<file path="config.mk">
export PLATFORM = sky130hd
export DESIGN_NAME = flash_irq_status
export DESIGN_NICKNAME = d
export VERILOG_FILES = /design/src/rtl/fis_pkg.sv /design/src/rtl/fis_cmd_gate.sv /design/src/rtl/fis_event_regs.sv /design/src/rtl/fis_cfg_regs.sv /design/src/rtl/flash_irq_status.sv
export SDC_FILE = /design/constraint.sdc
export NUM_CORES = 1
export LEC_CHECK = 0
export ABC_AREA = 1
export BUFFER_PORTS_ARGS = -buffer_cell sky130_fd_sc_hd__buf_2
export CORE_MARGIN = 2
export CORE_UTILIZATION = 55
export DETAILED_ROUTE_END_ITERATION = 8
export PLACE_DENSITY = 0.79
export SYNTH_ARGS = -nofsm -noshare
export SYNTH_HDL_FRONTEND = slang
export SYNTH_SLANG_ARGS = --single-unit
</file>
<file path="constraint.sdc">
create_clock -name clk_i -period 2.2 [get_ports clk_i]
set_input_delay 0.22 -clock clk_i [delete_from_list [all_inputs] [get_ports clk_i]]
set_output_delay 0.22 -clock clk_i [all_outputs]
set_load 0.02 [all_outputs]
</file>
<file path="src/rtl/fis_pkg.sv">
// Shared constants and helpers for the flash interrupt and status unit.
// Assumes 16-bit registers and four event and four error kinds.
package fis_pkg;
    localparam int DATA_W      = 16;
    localparam int EVT_N       = 4;
    localparam int SEL_W       = 3;
    localparam int MASTER_BIT  = 15;
    localparam int EVT_LSB     = 4;
    localparam int ERR_LSB     = 10;
    localparam int POL_BIT     = 6;
    localparam int RDY_BIT     = 7;
    localparam int CFG1_RD_LOW = 5;

    localparam logic [DATA_W-1:0] CFG1_RST  = 16'h40C0;
    localparam logic [DATA_W-1:0] CFG2_RST  = 16'h0000;
    localparam logic [DATA_W-1:0] INT_COLD  = 16'h8080;
    localparam logic [DATA_W-1:0] INT_WARM  = 16'h8010;
    localparam logic [DATA_W-1:0] ERR_MASK  = {{(DATA_W-ERR_LSB-EVT_N){1'b0}},
                                               {EVT_N{1'b1}}, {ERR_LSB{1'b0}}};
    localparam logic [DATA_W-1:0] CFG1_RD_MASK = {{(DATA_W-CFG1_RD_LOW){1'b1}},
                                                  {CFG1_RD_LOW{1'b0}}};

    typedef enum logic [SEL_W-1:0] {
        SEL_CMD  = 3'd0,
        SEL_CFG1 = 3'd1,
        SEL_CFG2 = 3'd2,
        SEL_STAT = 3'd3,
        SEL_INT  = 3'd4
    } reg_sel_e;

    // True when the code is one the command engine understands.
    function automatic logic cmd_known(input logic [DATA_W-1:0] c);
        case (c)
            16'h0000, 16'h0013, 16'h0080, 16'h001A, 16'h001B,
            16'h0023, 16'h0027, 16'h002A, 16'h002C, 16'h0071,
            16'h0094, 16'h0095, 16'h00B0, 16'h0030, 16'h0065,
            16'h00F0, 16'h00F3: return 1'b1;
            default:            return 1'b0;
        endcase
    endfunction

    // True for the two codes that warm-reset the register set.
    function automatic logic cmd_is_reset(input logic [DATA_W-1:0] c);
        return (c == 16'h00F0) || (c == 16'h00F3);
    endfunction
endpackage

</file>
<file path="src/rtl/fis_cmd_gate.sv">
// Command screening: accepts a command write only while the master
// interrupt bit is clear, classifies it and issues it to the engine.
// Assumes a single write port, so no other write shares the cycle.
module fis_cmd_gate
    import fis_pkg::*;
(
    input  logic              clk_i,
    input  logic              rst_ni,
    input  logic              wr_en_i,
    input  logic [SEL_W-1:0]  wr_sel_i,
    input  logic [DATA_W-1:0] wr_data_i,
    input  logic              master_i,
    output logic              unknown_o,
    output logic              warm_o,
    output logic [DATA_W-1:0] cmd_q_o,
    output logic              cmd_issue_o,
    output logic [DATA_W-1:0] cmd_code_o
);
    logic accept;
    logic known;

    // Decode the write and qualify it with the pending interrupt.
    always_comb begin
        accept    = wr_en_i && (wr_sel_i == SEL_CMD) && !master_i;
        known     = cmd_known(wr_data_i);
        unknown_o = accept && !known;
        warm_o    = accept && cmd_is_reset(wr_data_i);
    end

    // Command register, issue pulse and issued code.
    always_ff @(posedge clk_i) begin
        if (!rst_ni) begin
            cmd_q_o     <= '0;
            cmd_issue_o <= 1'b0;
            cmd_code_o  <= '0;
        end else begin
            cmd_issue_o <= accept && known;
            if (accept) begin
                cmd_code_o <= wr_data_i;
                cmd_q_o    <= cmd_is_reset(wr_data_i) ? '0 : wr_data_i;
            end
        end
    end
endmodule

</file>
<file path="src/rtl/fis_event_regs.sv">
// Interrupt status and controller status registers. Applies the
// acknowledge mask first, then the error wipe, then new events, errors
// and the unknown-command error, so nothing arriving in the cycle is lost.
module fis_event_regs
    import fis_pkg::*;
(
    input  logic              clk_i,
    input  logic              rst_ni,
    input  logic              warm_i,
    input  logic              unknown_i,
    input  logic              ack_en_i,
    input  logic [DATA_W-1:0] ack_data_i,
    input  logic [EVT_N-1:0]  done_i,
    input  logic [EVT_N-1:0]  err_i,
    output logic [DATA_W-1:0] int_q_o,
    output logic [DATA_W-1:0] stat_q_o
);
    logic [DATA_W-1:0] int_nxt;
    logic [DATA_W-1:0] stat_nxt;
    logic              wipe;

    // Next-state for both registers in the fixed order of application.
    always_comb begin
        int_nxt  = int_q_o;
        stat_nxt = stat_q_o;
        wipe     = 1'b0;
        if (ack_en_i) begin
            int_nxt = int_q_o & ack_data_i;
            wipe    = !int_nxt[MASTER_BIT];
        end
        if (wipe) begin
            stat_nxt = stat_nxt & ~ERR_MASK;
        end
        for (int i = 0; i < EVT_N; i++) begin
            if (done_i[i]) begin
                int_nxt[EVT_LSB+i]  = 1'b1;
                int_nxt[MASTER_BIT] = 1'b1;
            end
            if (err_i[i]) begin
                stat_nxt[ERR_LSB+i] = 1'b1;
            end
        end
        if (unknown_i) begin
            stat_nxt[ERR_LSB]   = 1'b1;
            int_nxt[MASTER_BIT] = 1'b1;
        end
    end

    // Register update with cold and warm reset values.
    always_ff @(posedge clk_i) begin
        if (!rst_ni) begin
            int_q_o  <= INT_COLD;
            stat_q_o <= '0;
        end else if (warm_i) begin
            int_q_o  <= INT_WARM;
            stat_q_o <= '0;
        end else begin
            int_q_o  <= int_nxt;
            stat_q_o <= stat_nxt;
        end
    end
endmodule

</file>
<file path="src/rtl/fis_cfg_regs.sv">
// System configuration registers 1 and 2 and the ready output.
// Ready is raised by any reset and otherwise copies the ready bit of
// each configuration 1 write.
module fis_cfg_regs
    import fis_pkg::*;
(
    input  logic              clk_i,
    input  logic              rst_ni,
    input  logic              warm_i,
    input  logic              wr_cfg1_i,
    input  logic              wr_cfg2_i,
    input  logic [DATA_W-1:0] wr_data_i,
    output logic [DATA_W-1:0] cfg1_q_o,
    output logic [DATA_W-1:0] cfg2_q_o,
    output logic              rdy_o
);
    // Configuration storage and ready tracking.
    always_ff @(posedge clk_i) begin
        if (!rst_ni || warm_i) begin
            cfg1_q_o <= CFG1_RST;
            cfg2_q_o <= CFG2_RST;
            rdy_o    <= 1'b1;
        end else begin
            if (wr_cfg1_i) begin
                cfg1_q_o <= wr_data_i;
                rdy_o    <= wr_data_i[RDY_BIT];
            end
            if (wr_cfg2_i) begin
                cfg2_q_o <= wr_data_i;
            end
        end
    end
endmodule

</file>
<file path="src/rtl/flash_irq_status.sv">
// Top of the flash interrupt and status unit. Ties the command gate,
// event registers and configuration registers together, drives the
// read multiplexer and the polarity-programmable interrupt output.
// Assumes the command engine pulses done_i and err_i for one cycle.
module flash_irq_status
    import fis_pkg::*;
(
    input  logic              clk_i,
    input  logic              rst_ni,
    input  logic              wr_en_i,
    input  logic [SEL_W-1:0]  wr_sel_i,
    input  logic [DATA_W-1:0] wr_data_i,
    input  logic [SEL_W-1:0]  rd_sel_i,
    output logic [DATA_W-1:0] rd_data_o,
    input  logic [EVT_N-1:0]  done_i,
    input  logic [EVT_N-1:0]  err_i,
    output logic              cmd_issue_o,
    output logic [DATA_W-1:0] cmd_code_o,
    output logic              irq_o,
    output logic              rdy_o
);
    logic [DATA_W-1:0] int_w;
    logic [DATA_W-1:0] stat_w;
    logic [DATA_W-1:0] cfg1_w;
    logic [DATA_W-1:0] cfg2_w;
    logic [DATA_W-1:0] cmd_w;
    logic              unknown_w;
    logic              warm_w;
    logic              ack_en_w;
    logic              wr_cfg1_w;
    logic              wr_cfg2_w;

    // Per-register write strobes.
    always_comb begin
        ack_en_w  = wr_en_i && (wr_sel_i == SEL_INT);
        wr_cfg1_w = wr_en_i && (wr_sel_i == SEL_CFG1);
        wr_cfg2_w = wr_en_i && (wr_sel_i == SEL_CFG2);
    end

    fis_cmd_gate u_gate (
        .clk_i       (clk_i),
        .rst_ni      (rst_ni),
        .wr_en_i     (wr_en_i),
        .wr_sel_i    (wr_sel_i),
        .wr_data_i   (wr_data_i),
        .master_i    (int_w[MASTER_BIT]),
        .unknown_o   (unknown_w),
        .warm_o      (warm_w),
        .cmd_q_o     (cmd_w),
        .cmd_issue_o (cmd_issue_o),
        .cmd_code_o  (cmd_code_o)
    );

    fis_event_regs u_evt (
        .clk_i      (clk_i),
        .rst_ni     (rst_ni),
        .warm_i     (warm_w),
        .unknown_i  (unknown_w),
        .ack_en_i   (ack_en_w),
        .ack_data_i (wr_data_i),
        .done_i     (done_i),
        .err_i      (err_i),
        .int_q_o    (int_w),
        .stat_q_o   (stat_w)
    );

    fis_cfg_regs u_cfg (
        .clk_i     (clk_i),
        .rst_ni    (rst_ni),
        .warm_i    (warm_w),
        .wr_cfg1_i (wr_cfg1_w),
        .wr_cfg2_i (wr_cfg2_w),
        .wr_data_i (wr_data_i),
        .cfg1_q_o  (cfg1_w),
        .cfg2_q_o  (cfg2_w),
        .rdy_o     (rdy_o)
    );

    // Register read multiplexer.
    always_comb begin
        case (rd_sel_i)
            SEL_CMD:  rd_data_o = cmd_w;
            SEL_CFG1: rd_data_o = cfg1_w & CFG1_RD_MASK;
            SEL_CFG2: rd_data_o = cfg2_w;
            SEL_STAT: rd_data_o = stat_w;
            SEL_INT:  rd_data_o = int_w;
            default:  rd_data_o = '0;
        endcase
    end

    // Interrupt pin: master bit with programmable polarity.
    always_comb begin
        irq_o = int_w[MASTER_BIT] ^ ~cfg1_w[POL_BIT];
    end
endmodule

</file>
==> impl_metrics.csv <==
group,metric,value,unit
run_status,status,"finished, final reports clean",
floorplan,start_util,0.5716,
floorplan,fp.dieW,85.24,µm
power,power_density,688.1,mW/mm²
yosys,seq_area_frac_synth,0.4412,
sta,relSlewSlack,0.3831,
clock_tree,root_buffer,"clkbuf_8",
sta,min_period,1.629,ns
power,combPwrFrac,0.087,
clock_tree,post-cts-setup-buffers,0,
worst_setup_path,crit_required,1.98,ns
worst_setup_path,start_kind,"primary input",
clock_tree,cts_max_level,3,
power,vdd_ir_drop_max,0.4591,mV
min_path,hp-class,"in -> reg",
routing,drt_iter0_markers,344,
floorplan,coreArea,0.006350,mm²
clock_tree,cts_resized,0,
sta,fin_skew,0.008254,ns
grt,grt_overflow,0,
power,clock_power_share,0.400,
clock_tree,cts_tree,"built",
worst_setup_path,cp-end-kind,"output port",
routing,viasPerCell,5.733,
sta,hold_viol,0,
sta,setup_viol,0,
yosys,synth_warnings,0,
finish,area_growth,15.44,%
grt,antenna_found_initial,0,
routing,ant_nets,0,
routing,drt_first_pass_iters,5,
sta,min_period_over_period,0.7405,
finish,drive_gt1_frac,0.2021,
yosys,synth_nets,531,
yosys,synth_seq_cells,80,
yosys,syn_area,0.003630,mm²
worst_setup_path,path_cells,"buf_2 > nor2_1 > inv_1 > nor2_1 > inv_1 > o2111ai_1 > buf_2",
yosys,avgSynthCellArea,7.289,µm²
finish,nFillCells,542,
flow_run,drv_cap,0,
power,p_sw,0.7968,mW
worst_setup_path,crit_type,"in -> out",
floorplan,io_pins,68,
clock_tree,cts_hold_buf,0,
clock_tree,clockBufferDepth,2,
clock_tree,cts_sinks,80,
power,p_int,2.087,mW
power,power_frac_seq,0.513,
routing,wl,10200,µm
place,dpl.hpwl,7079,µm
yosys,ys_types,31,
sta,fmax,613.8,MHz
finish,diodes,0,
yosys,syn_inst,498,
clock_tree,clk_latency,0.36,ns
worst_setup_path,critPathArrivalTime,1.41,ns
sta,rsz0062_at_grt,"no",
floorplan,die_h,85.24,µm
worst_setup_path,worst-path-max-fanout,11,
grt,grt_start_max_net_pins,44,
routing,drc_errors,0,
power,swShare,0.2763,
power,p_leak,1.705,nW
sta,finalSetupTns,0,ns
worst_setup_path,slowest_delay,0.33,ns
sta,tightest_slew,0.9197,ns
place,gp_congestion,0.8861,
sta,final_max_slew_viol_count,0,
grt,grt_pass1_vias,3299,
clock_tree,cts_made_buffers,9,
grt,grt_pass1_wl,16350,µm
routing,routedWlPerCell,15.92,µm
floorplan,rows,29,
finish,nets,592,
floorplan,dieArea,0.007265,mm²
sta,holdWs,0.07592,ns
worst_setup_path,path_buf_inv,4,
grt,grt_use_total,0.2879,
clock_tree,clkTransAtPathRegs,0.09,ns
worst_setup_path,crit_slowest_cell,"o2111ai_1",
place,port_buffers,67,
worst_setup_path,critical_path.top_delay_family,"buffers and inverters",
routing,vias,3675,
path summary, 6_finish.rpt:
path / startpoint / end / slack [ns] / cells past startpoint
setup / recovery: rd_sel_i[1] / rd_data_o[14] / 0.57 / 7
hold / removal: done_i[2] / u_evt.int_q_o[15]$_SDFFE_PP1P_ / 0.08 / 3
setup reg to reg: u_evt.int_q_o[15]$_SDFFE_PP1P_ / u_cfg.cfg1_q_o[7]$_SDFFE_PP1P_ / 0.64 / 7
hold reg to reg: u_evt.int_q_o[0]$_SDFFE_PP0P_ / u_evt.int_q_o[0]$_SDFFE_PP0P_ / 0.46 / 2
registers in the layout, indices dropped and copies added, names as in the netlist:
register and flops:
u_cfg.cfg1_q_o 11, u_cfg.cfg2_q_o 16, u_evt.int_q_o 16, u_evt.stat_q_o 4, u_gate.cmd_code_o 16, u_gate.cmd_issue_o 1
u_gate.cmd_q_o 16
through the flow:
step | setup slack (ns) | cells | power [mW] | area, µm² | utilization
3_5_place_dp | 0.4219 | 625 | 1.757 | 3978 | 0.6264
4_1_cts | 0.5796 | 641 | 2.892 | 4190 | 0.6599
2_1_floorplan | 0.7474 | 498 | 1.663 | 3630 | -
5_1_grt | 0.4316 | 641 | 2.977 | 4190 | 0.6599
6_report | 0.5709 | 641 | 2.883 | 4190 | 0.6599
3_3_place_gp | 0.5005 | 625 | 1.753 | 3978 | 0.6264
worst reg2reg max path: cells and delay by family, from the launching register on:
family	cells	cell delay [ns]
AOI/OAI and AO/OA	1	0.11
and+or+nand+nor	3	0.60
buffers and inverters	3	0.43
DFF	1	0.34
metal layers:
layer  global-route usage  wire length [µm]  up-vias
met5                    0                 0        -
met4               0.1111               245        0
met3              0.04572               788       20
met2               0.4389              4485      170
met1               0.4108              4684     1713
li1                     -                 -     1772
cell type report:
| class | count | area [µm²] | area share |
|---|---|---|---|
| Clock inverter | 7 | 88.84 | 0.02120 |
| Multi-Input combinational cell | 342 | 1683 | 0.4016 |
| Sequential cell | 80 | 1602 | 0.3822 |
| Inverter | 49 | 186.4 | 0.04449 |
| Clock buffer | 9 | 123.9 | 0.02956 |
| Timing Repair Buffer | 77 | 410.4 | 0.09794 |
| Tap cell | 77 | 96.34 | 0.02299 |
cell usage after synthesis (all sizes together):
cell type | number | area share
nand2 | 151 | 0.16
dfxtp | 80 | 0.44
a21oi | 65 | 0.090
inv | 48 | 0.050
nor2 | 33 | 0.040
nand3 | 27 | 0.048
nand4 | 25 | 0.043
clkbuf | 14 | 0.015
buf | 13 | 0.029
o21ai | 10 | 0.014
a211oi | 8 | 0.026
o211ai | 7 | 0.014
nor3 | 6 | 0.0097
o2111ai | 4 | 0.0097
o22ai | 3 | 0.0052
a221oi | 1 | 0.0024
a31oi | 1 | 0.0017
clkinv | 1 | 0.0010
xnor2 | 1 | 0.0024
power by group through the flow:
| stage | registers [mW] | clock network, mW | logic (mW) |
|---|---|---|---|
| final | 1.48 | 1.15 | 0.251 |
| after global routing | 1.48 | 1.23 | 0.271 |
| after CTS | 1.48 | 1.17 | 0.247 |
| after detailed placement | 1.51 | 0 | 0.245 |
| after global placement | 1.51 | 0 | 0.241 |
| after floorplan | 1.51 | 0 | 0.153 |
cell usage in the layout, fill, tap and decap left out, types with 2 or more instances in the layout:
cell and instances:
inv_1 43, nor2_1 29, a21oi_1 65, clkbuf_8 9
nand3_1 24, nand4_1 25, inv_2 4, buf_2 67
o211ai_1 7, nor3_1 5, nor2_4 2, nand3_4 3
buf_4 10, o21ai_0 10, dfxtp_1 80, nand2_1 150
o22ai_1 3, nor2_2 2, inv_6 3, o2111ai_1 4
a211oi_2 7
logic make-up after synthesis:
kind of cell | Yosys count | synth area share
XOR/XNOR | 1 | 0.002413
flip-flops | 80 | 0.4412
AND/OR/NAND/NOR | 242 | 0.2982
AO/OA/AOI/OAI | 99 | 0.1630
buffers and inverters | 76 | 0.09513
Note: power is estimated with default switching activity, not from simulation.
